<file path="config.mk">
export PLATFORM = sky130hd
export DESIGN_NAME = flash_erase_sel
export DESIGN_NICKNAME = d
export VERILOG_FILES = /design/src/rtl/fes_pkg.sv /design/src/rtl/fes_wr_path.sv /design/src/rtl/fes_onehot_guard.sv /design/src/rtl/fes_out_reg.sv /design/src/rtl/flash_erase_sel.sv
export SDC_FILE = /design/constraint.sdc
export NUM_CORES = 1
export LEC_CHECK = 0
export BUFFER_PORTS_ARGS = -buffer_cell sky130_fd_sc_hd__buf_2
export CAP_MARGIN = 5
export CORE_MARGIN = 8
export CORE_UTILIZATION = 51
export CTS_CLUSTER_SIZE = 8
export DETAILED_ROUTE_END_ITERATION = 10
export GPL_TIMING_DRIVEN = 0
export PLACE_DENSITY_LB_ADDON = 0.2
export SLEW_MARGIN = 25
export SYNTH_ARGS = -nofsm -noshare
export SYNTH_HDL_FRONTEND = slang
export SYNTH_SLANG_ARGS = --single-unit
</file>
<file path="constraint.sdc">
create_clock -name clk -period 5.8 [get_ports clk]
set_clock_uncertainty 0.15 [all_clocks]
set_input_delay 0.29 -clock clk [delete_from_list [all_inputs] [get_ports clk]]
set_output_delay 0.29 -clock clk [all_outputs]
set_load 0.01 [all_outputs]
</file>
<file path="src/rtl/fes_pkg.sv">
package fes_pkg;

  // Number of set bits in a vector of up to 32 bits
  function automatic int unsigned bit_count(input logic [31:0] v);
    int unsigned n;
    n = 0;
    for (int i = 0; i < 32; i++) n += int'(v[i]);
    return n;
  endfunction

  // True when more than one bit is set
  function automatic logic multi_hot(input logic [31:0] v);
    return bit_count(v) > 1;
  endfunction

  // Writable-bit mask of the upper register, given its reserved top bits
  function automatic logic [7:0] upper_mask(input int unsigned rsvd);
    return 8'hFF >> rsvd;
  endfunction

endpackage

</file>
<file path="src/rtl/fes_wr_path.sv">
// Merges a bus write into the current selection, then applies the reserved mask and the protection rules.
module fes_wr_path #(
  parameter int REG_W   = 8,
  parameter int HI_RSVD = 4
) (
  input  logic [REG_W-1:0] cur_lo,
  input  logic [REG_W-1:0] cur_hi,
  input  logic             wr_lo,
  input  logic             wr_hi,
  input  logic [REG_W-1:0] wdata,
  input  logic             pin_en,
  input  logic             sw_en,
  input  logic             stby,
  output logic [REG_W-1:0] cand_lo,
  output logic [REG_W-1:0] cand_hi
);
  localparam logic [REG_W-1:0] HI_MASK = REG_W'({REG_W{1'b1}} >> HI_RSVD);

  logic [REG_W-1:0] lo_w, hi_w;

  always_comb begin
    lo_w = wr_lo ? wdata : cur_lo;
    hi_w = (wr_hi ? wdata : cur_hi) & HI_MASK;
    if (stby || !pin_en) begin
      cand_lo = '0;
      cand_hi = '0;
    end else if (!sw_en) begin
      cand_lo = '0;
      cand_hi = {hi_w[REG_W-1:1], 1'b0};
    end else begin
      cand_lo = lo_w;
      cand_hi = hi_w;
    end
  end
endmodule

</file>
<file path="src/rtl/fes_onehot_guard.sv">
// Clears the whole selection when a write leaves more than one bit set.
module fes_onehot_guard #(
  parameter int W = 16
) (
  input  logic [W-1:0] cand,
  input  logic         any_wr,
  output logic [W-1:0] nxt,
  output logic         trip
);
  import fes_pkg::*;

  assign trip = any_wr && multi_hot(32'(cand));
  assign nxt  = trip ? '0 : cand;
endmodule

</file>
<file path="src/rtl/fes_out_reg.sv">
// Register stage for the erase-enable vector.
module fes_out_reg #(
  parameter int W = 16
) (
  input  logic         clk,
  input  logic         rst_n,
  input  logic [W-1:0] d,
  output logic [W-1:0] q
);
  always_ff @(posedge clk or negedge rst_n) begin
    if (!rst_n) q <= '0;
    else        q <= d;
  end
endmodule

</file>
<file path="src/rtl/flash_erase_sel.sv">
module flash_erase_sel #(
  parameter int REG_W   = 8,
  parameter int HI_RSVD = 4
) (
  input  logic               clk,
  input  logic               rst_n,
  input  logic               reg_sel,
  input  logic               wr_stb,
  input  logic [REG_W-1:0]   wr_data,
  output logic [REG_W-1:0]   rd_data,
  input  logic               prog_pin_en,
  input  logic               sw_prog_en,
  input  logic               standby,
  input  logic               flash_on,
  output logic [2*REG_W-1:0] erase_en
);
  localparam int SEL_W = 2 * REG_W;

  logic [REG_W-1:0] lo_q, hi_q;
  logic [REG_W-1:0] cand_lo, cand_hi;
  logic [SEL_W-1:0] sel_nxt;
  logic             wr_lo, wr_hi, wr_any, guard_trip;

  // Named write events, also watched by the checker
  assign wr_lo  = wr_stb && flash_on && !reg_sel;
  assign wr_hi  = wr_stb && flash_on &&  reg_sel;
  assign wr_any = wr_lo || wr_hi;

  fes_wr_path #(.REG_W(REG_W), .HI_RSVD(HI_RSVD)) u_path (
    .cur_lo (lo_q),
    .cur_hi (hi_q),
    .wr_lo  (wr_lo),
    .wr_hi  (wr_hi),
    .wdata  (wr_data),
    .pin_en (prog_pin_en),
    .sw_en  (sw_prog_en),
    .stby   (standby),
    .cand_lo(cand_lo),
    .cand_hi(cand_hi)
  );

  fes_onehot_guard #(.W(SEL_W)) u_guard (
    .cand  ({cand_hi, cand_lo}),
    .any_wr(wr_any),
    .nxt   (sel_nxt),
    .trip  (guard_trip)
  );

  always_ff @(posedge clk or negedge rst_n) begin
    if (!rst_n) begin
      lo_q <= '0;
      hi_q <= '0;
    end else begin
      lo_q <= sel_nxt[REG_W-1:0];
      hi_q <= sel_nxt[SEL_W-1:REG_W];
    end
  end

  assign rd_data = !flash_on ? '0 : (reg_sel ? hi_q : lo_q);

  fes_out_reg #(.W(SEL_W)) u_out (
    .clk  (clk),
    .rst_n(rst_n),
    .d    ({hi_q, lo_q}),
    .q    (erase_en)
  );
endmodule

</file>
======== Word-level counts from Yosys, hierarchy flattened ========
Index checks and enable logic that the tools add are counted.
W data, S select, Z words.
word-level totals
  register bits after elaboration ......... 32
  latch bits .............................. 0
  memory bits (writable) .................. 0
  bits in read-only memories .............. 0
  logic and storage cells ................. 36
  memories kept ........................... 0
cells by class
  add/subtract/negate cells ............... 15
  multiply operators ...................... 0
  div/mod/pow operators ................... 0
  $lt $le $gt $ge ......................... 1
  eq/ne operators ......................... 0
  shift operators ......................... 0
  multiplexer cells ....................... 9
  bitwise gates (word level) .............. 0
  reductions and logical operators ........ 8
operators with widths
  cell                     count
  $add A32 B1 Y32          10
  $add A32 B1 Y32 const B  4
  $mux W8                  5
  $gt A32 B1 Y1 const B    1
  $mux W16                 1
  $mux W4                  2
  $logic_and A1 B1 Y1      4
  $add A1 B1 Y2            1
  $logic_not A1 Y1         2
  $logic_or A1 B1 Y1       2
  $mux W1                  1

======== Logic depth before layout (Yosys ltp) ========
Gate-level depths: netlist of run 1.
  word-level depth ........................ 23
  depth in mapped cells ................... 17
  depth with buffers taken out ............ 15

======== By module ========
Synthesis of run 1 repeated with hierarchy kept, for this count alone.
second synthesis, totals
  cell total of the unflattened synthesis .. 146
  area, all modules ....................... 1,836.8 µm²
by module, submodules not included
  module            instances  cells each  area an instance (µm²)
  fes_onehot_guard  1          61          633.1
  flash_erase_sel   1          36          561.8
  fes_out_reg       1          16          400.4
  fes_wr_path       1          33          241.5

======== Least setup slack after synthesis of run 1 ========
Ideal clock, no wire load.
  path type ............................... input to register
  start ................................... input reg_sel
  end ..................................... register lo_q[7]
  arrival time ............................ 4.461 ns
  path slack .............................. 1.112 ns
  stages .................................. 16
  path buffers ............................ 1
  cells stage by stage .................... or4bb_1 o211a_1 ha_1 inv_1 fa_1 fa_1 inv_1 fa_1 inv_1 fa_1 inv_1 fa_1 nor4b_1 nand3_1 buf_2 a21oi_1
on the way
  cells in the longest elaborated chain, start to end .. 23
  elaborated cells between the ends (all ways) .. 28
ends and longest elaborated chain
  element                        line                    source
  start, declared                flash_erase_sel.sv:7    input logic reg_sel,
  $logic_not A1 Y1               flash_erase_sel.sv:25   assign wr_lo = wr_stb && flash_on && !reg_sel;
  $logic_and A1 B1 Y1            flash_erase_sel.sv:25
  $mux W8                        fes_wr_path.sv:22       lo_w = wr_lo ? wdata : cur_lo;
  $mux W8                        fes_wr_path.sv:27       end else if (!sw_en) begin
  $mux W8                        fes_wr_path.sv:24       if (stby || !pin_en) begin
  $add A1 B1 Y2                  fes_pkg.sv:7            for (int i = 0; i < 32; i++) n += int'(v[i]);
  $add A32 B1 Y32 (14 in a row)  fes_pkg.sv:7
  $gt A32 B1 Y1                  fes_pkg.sv:13           return bit_count(v) > 1;
  $logic_and A1 B1 Y1            fes_onehot_guard.sv:12  assign trip = any_wr && multi_hot(32'(cand));
  $mux W16 *                     fes_onehot_guard.sv:13  assign nxt = trip ? '0 : cand;
  net sel_nxt[7]                 flash_erase_sel.sv:21   logic [SEL_W-1:0] sel_nxt;
  end signal, assigned           flash_erase_sel.sv:54   lo_q <= sel_nxt[REG_W-1:0];
  end, declared                  flash_erase_sel.sv:19   logic [REG_W-1:0] lo_q, hi_q;
Mark *: on every way through the listed nets, which the timed path passes. The rest lies on a longest branch.

======== Worst setup path in the final report of run 1 ========
  start ................................... input reg_sel
  end ..................................... register hi_q[0]
on the way
  cells in the longest elaborated chain, start to end .. 23
  elaborated cells between the ends (all ways) .. 28
ends and longest elaborated chain
  element                        line                    source
  $logic_not A1 Y1               flash_erase_sel.sv:25
  $logic_and A1 B1 Y1            flash_erase_sel.sv:25
  $mux W8                        fes_wr_path.sv:22
  $mux W8                        fes_wr_path.sv:27
  $mux W8                        fes_wr_path.sv:24
  $add A1 B1 Y2                  fes_pkg.sv:7
  $add A32 B1 Y32 (14 in a row)  fes_pkg.sv:7
  $gt A32 B1 Y1                  fes_pkg.sv:13
  $logic_and A1 B1 Y1            fes_onehot_guard.sv:12
  $mux W16 *                     fes_onehot_guard.sv:13
  net sel_nxt[8]                 flash_erase_sel.sv:21
  end signal, assigned           flash_erase_sel.sv:55   hi_q <= sel_nxt[SEL_W-1:REG_W];
  end, declared                  flash_erase_sel.sv:19
Marks and branches as above.

==> results of run 1 <==
## worst min-delay path, stage by stage
cell,delay [ns]
buf_2,0.10
nand3b_1,0.07
mux2_4,0.16
a21oi_2,0.03
## sequential cells by signal (all words and copies together), names as in the netlist
signal	count
u_out.q	12
lo_q	8
hi_q	4
## routing by layer
| layer | part of all wire (%) | GRT usage [%] | vias up |
|---|---|---|---|
| met5 | 0 | 0 | - |
| met4 | 1.3 | 4.10 | 0 |
| met3 | 6.5 | 3.43 | 4 |
| met2 | 52 | 24.2 | 34 |
| met1 | 40 | 16.5 | 507 |
| li1 | - | - | 494 |
## cell type report
class                           instances  area share (%)
Multi-Input combinational cell         76            42.3
Sequential cell                        24            34.5
Timing Repair Buffer                   36            10.6
Buffer                                 11            4.89
Inverter                               11            2.37
Tap cell                               31            2.23
Clock inverter                          1            1.73
Clock buffer                            3            1.29
## power groups by stage
stage                     logic, mW  registers, mW  clock network [mW]
after floorplan              0.0217          0.174                   0
final                        0.0383          0.170               0.121
after global routing         0.0425          0.171               0.133
after global placement       0.0369          0.173                   0
after CTS                    0.0383          0.170               0.123
after detailed placement     0.0377          0.173                   0
## repair_timing
action	4_1_cts	5_1_grt
resized for setup	0	0
hold buffers	1	0
hold endpoints to repair	24	0
## through the flow
stage | setup slack, ns | instances | cell area, um2 | utilization (%) | power (mW)
5_1_grt | 0.734 | 193 | 1740 | 63.6 | 0.346
6_report | 0.952 | 193 | 1740 | 63.6 | 0.330
2_1_floorplan | 1.11 | 122 | 1460 | - | 0.195
3_3_place_gp | 0.716 | 188 | 1680 | 61.3 | 0.210
3_5_place_dp | 0.650 | 188 | 1680 | 61.3 | 0.211
4_1_cts | 0.950 | 193 | 1740 | 63.6 | 0.331
## cell usage in the layout, fill, tap and decap left out, drive strengths merged
cell,count
a21boi,7
a21oi,5
a31o,1
and2,4
and3b,2
buf,46
bufinv,1
clkbuf,3
conb,4
dfrtp,24
dlygate4sd3,1
fa,7
ha,4
inv,11
mux2,3
mux2i,4
nand2,1
nand2b,1
nand3,2
nand3b,6
nand4bb,7
nor2,1
nor2b,5
nor4,1
nor4b,1
o211a,7
o211ai,1
o311ai,1
or4bb,1
## cells by family after synthesis
| family | count (synthesis) | share of synthesized area [%] |
|---|---|---|
| other cells | 1 | 0.258 |
| fa+ha+maj | 11 | 13.1 |
| mux | 7 | 5.86 |
| simple gates | 32 | 18.0 |
| flops | 24 | 41.4 |
| compound gates | 22 | 12.7 |
| buf+inv | 22 | 8.71 |
## final timing paths
| path | slack, ns | cells past startpoint | endpoint |
|---|---|---|---|
| min reg2reg | 0.27 | 0 | u_out.q[6]$_DFF_PN0_ |
| min in group asynchronous | 0.31 | 2 | u_out.q[7]$_DFF_PN0_ |
| min | 0.22 | 4 | hi_q[1]$_DFF_PN0_ |
| max reg2reg | 1.06 | 15 | hi_q[0]$_DFF_PN0_ |
| max | 0.95 | 17 | hi_q[0]$_DFF_PN0_ |
| max in group asynchronous | 4.83 | 2 | hi_q[0]$_DFF_PN0_ |
==> summary.md, run 1 <==
| Metric | Value |
|---|---|
| Status | `finished, final reports clean` |
| Wirelength per Cell | `16.9 um` |
| # diodes | `0` |
| Port bufs | `35` |
| Synth unique cells | `32` |
| Initial antenna violation count | `0` |
| Worst path top cell family by delay | `adder cells` |
| Mapped cell area | `1450 um2` |
| Clock Root Buffer | `clkbuf_4` |
| Cts bufs inserted | `3` |
| Register area | `601 um2` |
| Synth top area share | `41.4%` |
| Number of global-route vias before repair | `1146` |
| DR vias/cell | `5.38` |
| Die Wd | `69.3 um` |
| Post-CTS Repair Setup Buffers | `0` |
| Drt pass-1 iters | `4` |
| Fin Hold WS | `about 0.22 ns` |
| Die height | `69.3 um` |
| Leading post-synthesis cells by instance count | `dfrtp_1 (24), inv_1 (11)` |
| First-pass GRT wire length | `5.64 mm` |
| Delay of the slowest critical-path stage | `0.54 ns` |
| Die area | `approximately 4800 um2` |
| Worst slew pin tran | `0.533 ns` |
| Cells after synthesis | `119` |
| Worst Setup SP | `reg_sel` |
| Logic pwr share | `a little under an eighth` |
| Min-delay src | `wr_data[1]` |
| Worst-Skew Late Latency | `0.31 ns` |
| FF+latch count, synth | `24` |
| Clock Path Buffers | `2` |
| Seq/Total Area, Yosys | `41.4%` |
| Remaining DRCs | `0` |
| CP Cell Sequence | `buf_2 -> or4bb_1 -> o211a_1 -> ha_1 -> inv_1 -> fa_1 -> fa_1 -> inv_1 -> fa_1 -> inv_1 -> fa_1 -> inv_1 -> fa_1 -> nor4b_1 -> nand3_1 -> buf_2 -> a21oi_1` |
| Internal | `0.256 mW` |
| Critical path buffers and inverters | `6` |
| Main flop type after synthesis | `dfrtp_1` |
| Core area | `2730 um2` |
| Slowest cell on crit path | `fa_1` |
| Routed WL | `approximately 3.3 mm` |
| Slew HR | `between 60% and 70%` |
| Mean Syn Cell Area | `12.2 um2` |
| H-tree Lvls | `1` |
| Crit path required time | `5.89 ns` |
| Antenna Nets Post-Route | `0` |
| Clock sink count | `24` |
| WS Path Type | `primary input to register` |
| CP max FO | `10` |
| Fin crit period | `4.85 ns` |
| CTS tree | `yes` |
| Number of synthesized flops with an enable pin | `0` |
| Setup crit start kind | `primary input` |
| Max Clock Freq | `206 MHz` |
| R2R Path Start | `lo_q[1]$_DFF_PN0_` |
| Total grt overflow | `0` |
| Tcrit/Tclk final | `83.6%` |
| Synth area leaders | `dfrtp_1 (41%), fa_1 (9.7%), nand4bb_1 (5.4%)` |
| Top-count cell post-synth | `dfrtp_1` |
| Std-Cell Rows | `19` |
| Pin count of the biggest net entering global routing | `25` |
| Max-cap violations | `0` |
| Via count | `1039` |
| Most Frequent Cell on Critical Path | `fa_1` |
| RSZ-0062 raised after global routing | `no` |
| Share of layout cells above drive strength 1 | `36.4%` |
| Final setup vio count | `0` |
| VDD IR max | `0.164 mV` |
| Slew Limit Fails | `0` |
| Starting Density | `53.1%` |
| TNS Setup | `0 ns` |
| Gr usage total | `approximately 14%` |
| Final Hold Fails | `0` |
| Half-perimeter wire length after placement | `2.55 mm` |
| NetSw | `0.0733 mW` |
| Crit path DAT | `4.93 ns` |
| Asr flop ratio synth | `between 90% and 100%` |
| Detailed Route Iter0 Violations | `roughly 60` |
| Worst Hold Class | `primary input to register` |
| Final Wtd Congestion | `0.819` |
| Reg power frac | `about half` |
| Post-synth top area cell | `dfrtp_1` |
| Synthesis Warnings | `0` |
| Leak Pwr | `0.990 nW` |
| Sw Ratio | `22.2%` |
| Fillers | `233` |
| IO Pins | `40` |
| Area delta synth->final | `19.8%` |
| Area of the multi-input gates | `736 um2` |
| NumNets Final | `190` |
| Clock transition at the registers of the reported paths | `0.13 ns` |
| Clk pwr share | `36.7%` |
| CP endpoint kind | `register` |
| Power per cell area | `roughly 190 nW/um2` |
Note: power is estimated with default switching activity, not from simulation.
==> run 2, diff against run 1 <==
- ABC_AREA: default -> 1
- clock period: 5.8 -> 4.67 ns (I/O delays scaled with it)
==> summary.md, run 2 <==
| Metric | Value |
|---|---|
| Status | `finished, final reports clean` |
| Core area | `2660 um2 (-2.6%)` |
| Clock sink count | `24 (unchanged)` |
| Slew HR | `64.1% (-0.40 points)` |
| Drt pass-1 iters | `4 (unchanged)` |
| Power per cell area | `247 nW/um2 (+30%)` |
| Critical path buffers and inverters | `8 (+2)` |
| Antenna Nets Post-Route | `0 (unchanged)` |
| Slowest cell on crit path | `fa_1` |
| Via count | `1183 (+14%)` |
| Tcrit/Tclk final | `a little under 100%` |
| Most frequent cells in the layout | `inv_1 (45), buf_2 (35), nand2_1 (31)` |
| Wirelength per Cell | `13.7 um (-19%)` |
| VDD IR max | `0.183 mV (+12%)` |
| FF+latch count, synth | `24 (unchanged)` |
| Initial antenna violation count | `0 (unchanged)` |
| Port bufs | `35 (unchanged)` |
| Leading post-synthesis cells by instance count | `inv_1 (46), nand2_1 (31), dfrtp_1 (24)` |
| WS Path Type | `register to register` |
| CP endpoint kind | `register` |
| Crit path required time | `4.77 ns (-1.12 ns)` |
| # diodes | `0 (unchanged)` |
| Synth top area share | `43.6% (+2.2 points)` |
| Placement Cell Area | `1600 um2 (-4.4%)` |
| Worst Hold Class | `primary input to register` |
| Worst path top cell family by delay | `adder cells` |
| Most flops, register | `u_out.q` |
| Post-route design area | `1700 um2 (-2.0%)` |
| CTS tree | `yes` |
| Largest registers | `u_out.q (12), lo_q (8), hi_q (4)` |
| Die area | `4620 um2 (-3.9%)` |
| Mapped cell area | `1380 um2 (-5.1%)` |
| Pre-CTS setup slack | `-0.202 ns (-0.852 ns)` |
| Pin count of the biggest net entering global routing | `25 (unchanged)` |
| Final Wtd Congestion | `0.845 (+3.1%)` |
| Cells after synthesis | `164 (+38%)` |
| CP Cell Sequence | `inv_1 -> nand2_1 -> nand3_2 -> inv_1 -> ha_1 -> inv_1 -> fa_1 -> fa_1 -> inv_1 -> fa_1 -> inv_1 -> fa_1 -> inv_2 -> fa_1 -> inv_1 -> nand2_1 -> nor2_1 -> nand2_1 -> buf_6 -> a21oi_1` |
| DR vias/cell | `4.93 (-8.4%)` |
| Delay of the slowest critical-path stage | `0.57 ns (+0.03 ns)` |
| Number of synthesized flops with an enable pin | `0 (unchanged)` |
| H-tree Lvls | `1 (unchanged)` |
| Gr usage total | `14.0% (+0.032 points)` |
| Fin worst setup slack | `0.148 ns (-0.804 ns)` |
| Clock Path Buffers | `2 (unchanged)` |
| Synth area leaders | `dfrtp_1 (44%), inv_1 (13%), fa_1 (10%)` |
| Leak Pwr | `1.08 nW (+9.0%)` |
| Most common cell after layout, fill and taps aside | `inv_1` |
| Main flop type after synthesis | `dfrtp_1` |
| Setup crit start kind | `register` |
| Worst-Skew Late Latency | `0.33 ns (+0.02 ns)` |
| Routed WL | `3.28 mm (+0.61%)` |
| Die height | `68.0 um (-2.0%)` |
| Remaining DRCs | `0 (unchanged)` |
| Synthesis Warnings | `0 (unchanged)` |
| Die Wd | `68.0 um (-2.0%)` |
| Synth unique cells | `17 (-47%)` |
| Worst slew pin tran | `0.539 ns (+0.00599 ns)` |
| Max-cap violations | `0 (unchanged)` |
| Number of flip-flops in the largest register | `12 (unchanged)` |
| Half-perimeter wire length after placement | `2.42 mm (-5.2%)` |
| IO Pins | `40 (unchanged)` |
| Number of global-route vias before repair | `1130 (-1.4%)` |
| Asr flop ratio synth | `100% (unchanged)` |
| Fin Hold WS | `0.0979 ns (-0.122 ns)` |
| Total grt overflow | `0 (unchanged)` |
| Area delta synth->final | `23.7%` |
| Slew Limit Fails | `0 (unchanged)` |
| Total power | `0.421 mW (+28%)` |
| Final setup vio count | `0 (unchanged)` |
| Final Hold Fails | `0 (unchanged)` |
| First-pass GRT wire length | `4.95 mm (-12%)` |
| Share of layout cells above drive strength 1 | `28.7% (-7.7 points)` |
| Clock Root Buffer | `clkbuf_4` |
| Seq/Total Area, Yosys | `43.6% (+2.2 points)` |
| Detailed Route Iter0 Violations | `93 (+52%)` |
| Fin crit period | `4.52 ns` |
| Clock transition at the registers of the reported paths | `0.15 ns (+0.02 ns)` |
| Crit path DAT | `4.62 ns (-0.31 ns)` |
| Post-synth top area cell | `dfrtp_1` |
| Mean Syn Cell Area | `8.40 um2 (-31%)` |
| Cts bufs inserted | `3 (unchanged)` |
| Std-Cell Rows | `19 (unchanged)` |
| Top-count cell post-synth | `inv_1` |
| NumNets Final | `237 (+25%)` |
| Most Frequent Cell on Critical Path | `inv_1` |
| CP max FO | `10 (unchanged)` |
| Max Clock Freq | `approximately 220 MHz` |
| Starting Density | `51.7% (-1.4 points)` |
## run 2: cell families (layout without fill, tap and decap cells)
family	after synthesis	count (layout)	synth area share (%)
simple gates	55	55	18.6
buf+inv	53	95	16.2
flops	24	24	43.6
compound gates	20	20	7.54
fa+ha+maj	11	11	13.8
other cells	1	4	0.272
## run 2: cell type report
cell class                      count  area [um2]
Sequential cell                    24         601
Clock inverter                      1        30.0
Fill cell                         244         958
Timing Repair Buffer               38         200
Multi-Input combinational cell     90         583
Tap cell                           31        38.8
Inverter                           46         173
Buffer                              7        56.3
Clock buffer                        3        22.5
## run 2: metal layers
metal | part of all wire, % | GRT usage (%) | vias to the layer above
met1 | 37 | 15.4 | 583
met3 | 6.0 | 3.27 | 7
met5 | 0 | 0 | -
li1 | - | - | 562
met2 | 55 | 24.3 | 31
met4 | 2.1 | 7.67 | 0
## run 2: report_power, final
part,switching [mW],internal (mW),total (mW)
sequential,0.00117,0.211,0.212
clock,0.0688,0.0868,0.156
combinational,0.0341,0.0192,0.0533
total,0.104,0.317,0.421
## run 2: final timing paths
kind	end	start	slack (ns)	cells past startpoint
setup / recovery	lo_q[6]$_DFF_PN0_	lo_q[1]$_DFF_PN0_	0.15	20
hold / removal	lo_q[0]$_DFF_PN0_	wr_data[0]	0.1	5
setup reg to reg	lo_q[6]$_DFF_PN0_	lo_q[1]$_DFF_PN0_	0.15	20
hold reg to reg	u_out.q[5]$_DFF_PN0_	lo_q[5]$_DFF_PN0_	0.25	0
max in group asynchronous	u_out.q[7]$_DFF_PN0_	rst_n	3.76	2
min in group asynchronous	u_out.q[1]$_DFF_PN0_	rst_n	0.24	2
## run 2: worst register-to-register path, delay by kind of cell (launching register included)
kind            cells  cell delay (ns)
flops               1             0.42
simple gates        5             0.46
buf+inv             8             0.58
fa+ha+maj           6             2.69
compound gates      1             0.15
## run 2: through the flow
stage,cells,setup TNS [ns],utilization (%)
after floorplan,167,0,-
after global placement,233,-0.817,60.2
after detailed placement,233,-1.70,60.2
after CTS,238,0,62.5
after global routing,240,-0.212,64.0
final,240,0,64.0
## run 2: timing repair
action / 4_1_cts / 5_1_grt
setup endpoints to repair: 0 / 10
gates resized for setup: 0 / 8
hold buffers: 1 / 0
buffers inserted: 0 / 2
hold endpoints to repair: 24 / 0
==> run 3, diff against run 2 <==
==> constraint.sdc (replaced) <==
create_clock -name clk -period 4.67 [get_ports clk]
set_clock_uncertainty 0.15 [all_clocks]
set_input_delay 0 -clock clk [delete_from_list [all_inputs] [get_ports clk]]
set_output_delay 0 -clock clk [all_outputs]
set_load 0.01 [all_outputs]
==> summary.md, run 3 (synthesis results as in run 2) <==
| Metric | Value |
|---|---|
| Status | `finished, final reports clean` |
| Clock Path Buffers | `2 (unchanged)` |
| Reg-to-reg slack, setup | `0.17 ns (+0.03 ns)` |
| Max Clock Freq | `222 MHz (+0.59%)` |
| DR vias/cell | `5.00 (+1.4%)` |
| Most flops, register | `u_out.q` |
| Slew Limit Fails | `0 (unchanged)` |
| Largest registers | `u_out.q (12), lo_q (8), hi_q (4)` |
| NumNets Final | `256 (+8.0%)` |
| Slew HR | `64.8% (+0.80 points)` |
| Core area | `2660 um2 (unchanged)` |
| Most common cell after layout, fill and taps aside | `inv_1` |
| First-pass GRT wire length | `5.68 mm (+15%)` |
| IO Pins | `40 (unchanged)` |
| Worst Setup SP | `lo_q[1]$_DFF_PN0_` |
| Worst-Skew Late Latency | `0.32 ns (about the same)` |
| Die area | `4620 um2 (unchanged)` |
| Wirelength per Cell | `13.9 um (+2.0%)` |
| Worst slew pin tran | `0.527 ns (-0.0119 ns)` |
| Total power | `0.426 mW (+1.3%)` |
| Initial antenna violation count | `0 (unchanged)` |
| CP endpoint kind | `register` |
| Drt pass-1 iters | `6 (+2)` |
| Pin count of the biggest net entering global routing | `25 (unchanged)` |
| Area of the multi-input gates | `592 um2 (+1.5%)` |
| Setup crit start kind | `register` |
| Clock sink count | `24 (unchanged)` |
| Via count | `1295 (+9.5%)` |
| Number of global-route vias before repair | `1260 (+12%)` |
| Port bufs | `35 (unchanged)` |
| Gr usage total | `16.2% (+2.2 points)` |
| Die height | `68.0 um (unchanged)` |
| Fillers | `209 (-14%)` |
| Finished Core Util | `71.4% (+7.4 points)` |
| Final Hold Fails | `0 (unchanged)` |
| Antenna Nets Post-Route | `0 (unchanged)` |
| Critical Path End | `hi_q[1]$_DFF_PN0_` |
| Die Wd | `68.0 um (unchanged)` |
| Final Wtd Congestion | `0.845 (unchanged)` |
| Power per cell area | `224 nW/um2 (-9.2%)` |
| Fin Hold WS | `0.0201 ns (-0.0779 ns)` |
| Fin worst setup slack | `0.174 ns (+0.0266 ns)` |
| Starting Density | `51.7% (unchanged)` |
| Worst r2r dst | `hi_q[1]$_DFF_PN0_` |
| Area delta synth->final | `38.0%` |
| Number of flip-flops in the largest register | `12 (unchanged)` |
| Remaining DRCs | `0 (unchanged)` |
| Detailed Route Iter0 Violations | `116 (+25%)` |
| Crit path DAT | `4.60 ns (-0.02 ns)` |
| Share of layout cells above drive strength 1 | `28.1% (-0.64 points)` |
| Routed WL | `3.61 mm (+10%)` |
| FF-to-FF path depth | `20 (unchanged)` |
| Fin crit period | `4.50 ns (-0.0266 ns)` |
| VDD IR max | `0.218 mV (+19%)` |
| # diodes | `0 (unchanged)` |
| WS Path Type | `register to register` |
| Final setup vio count | `0 (unchanged)` |
| Leak Pwr | `1.14 nW (+5.5%)` |
| Total grt overflow | `0 (unchanged)` |
| Pre-CTS setup slack | `0.0315 ns (+0.234 ns)` |
| Clock transition at the registers of the reported paths | `0.14 ns (about the same)` |
| Half-perimeter wire length after placement | `2.42 mm (unchanged)` |
| Max-cap violations | `0 (unchanged)` |
| Most frequent cells in the layout | `inv_1 (45), buf_2 (35), nand2_1 (30)` |
| Crit path required time | `4.77 ns (about the same)` |
| Tcrit/Tclk final | `96.3% (-0.57 points)` |
| Cts bufs inserted | `3 (unchanged)` |
| Register area | `601 um2 (unchanged)` |
| Std-Cell Rows | `19 (unchanged)` |
| H-tree Lvls | `1 (unchanged)` |
| Clock Root Buffer | `clkbuf_4` |
| R2R Path Start | `lo_q[1]$_DFF_PN0_` |
| CTS tree | `yes` |
| CP max FO | `5 (-5)` |
| Worst Hold Class | `primary input to async pin` |
run 3: area by class of cell:
| cell class | instances | share of cell area [%] |
|---|---|---|
| clock inverter | 1 | 1.58 |
| sequential | 24 | 31.6 |
| buffer | 7 | 2.96 |
| clock buffer | 3 | 1.18 |
| timing repair buffer | 57 | 20.4 |
| multi-input combinational | 90 | 31.1 |
| tap | 31 | 2.04 |
| inverter | 46 | 9.08 |
run 3: worst min-delay path by stage:
stage | cells after the start | endpoint | slack (ns) | startpoint
after floorplan | 0 | hi_q[0]$_DFF_PN0_ | -0.45 | rst_n
after global placement | 1 | u_out.q[1]$_DFF_PN0_ | -0.15 | rst_n
after detailed placement | 1 | u_out.q[1]$_DFF_PN0_ | -0.14 | rst_n
after CTS | 6 | hi_q[2]$_DFF_PN0_ | 0.02 | standby
after global routing | 2 | lo_q[2]$_DFF_PN0_ | 0.07 | rst_n
final | 2 | hi_q[2]$_DFF_PN0_ | 0.02 | rst_n
run 3: stage by stage:
stage                     instance area [um2]  setup TNS, ns  instances
after global routing                     1900        -0.0597        259
after CTS                                1850              0        256
after floorplan                          1390              0        167
after global placement                   1600              0        233
after detailed placement                 1600              0        233
final                                    1900              0        259
run 3: routing by layer:
metal | up-vias | track usage (%) | part of all wire, %
li1 | 602 | - | -
met2 | 63 | 29.5 | 54
met1 | 621 | 18.0 | 36
met4 | 0 | 6.91 | 2.3
met5 | - | 0 | 0
met3 | 9 | 2.78 | 8.0
run 3: where the power goes:
part / internal (mW) / leakage [nW] / switching (mW)
Combinational: 0.0262 / 0.778 / 0.0370
Sequential: 0.211 / 0.333 / 0.00118
Clock: 0.0868 / 0.0279 / 0.0644
Total: 0.324 / 1.14 / 0.103
run 3: what timing repair did:
item / in CTS / in global routing
gates resized for setup: 0 / 12
hold buffers: 19 / 0
setup endpoints to repair: 0 / 10
endpoints found under the hold margin: 36 / 0
buffers inserted: 0 / 2
run 3: worst max-delay path: stages, from the launching register on:
cell and delay [ns]:
dfrtp_1 0.42, inv_1 0.08, nand2_1 0.08, nand3_2 0.10, inv_1 0.05, ha_1 0.26
inv_1 0.04, fa_1 0.49, fa_1 0.57, inv_1 0.06, fa_1 0.53, inv_1 0.06
fa_1 0.44, inv_2 0.08, fa_1 0.41, inv_1 0.06, nand2_1 0.06, nor2_2 0.11
nand2_2 0.09, buf_4 0.17, a21oi_2 0.12
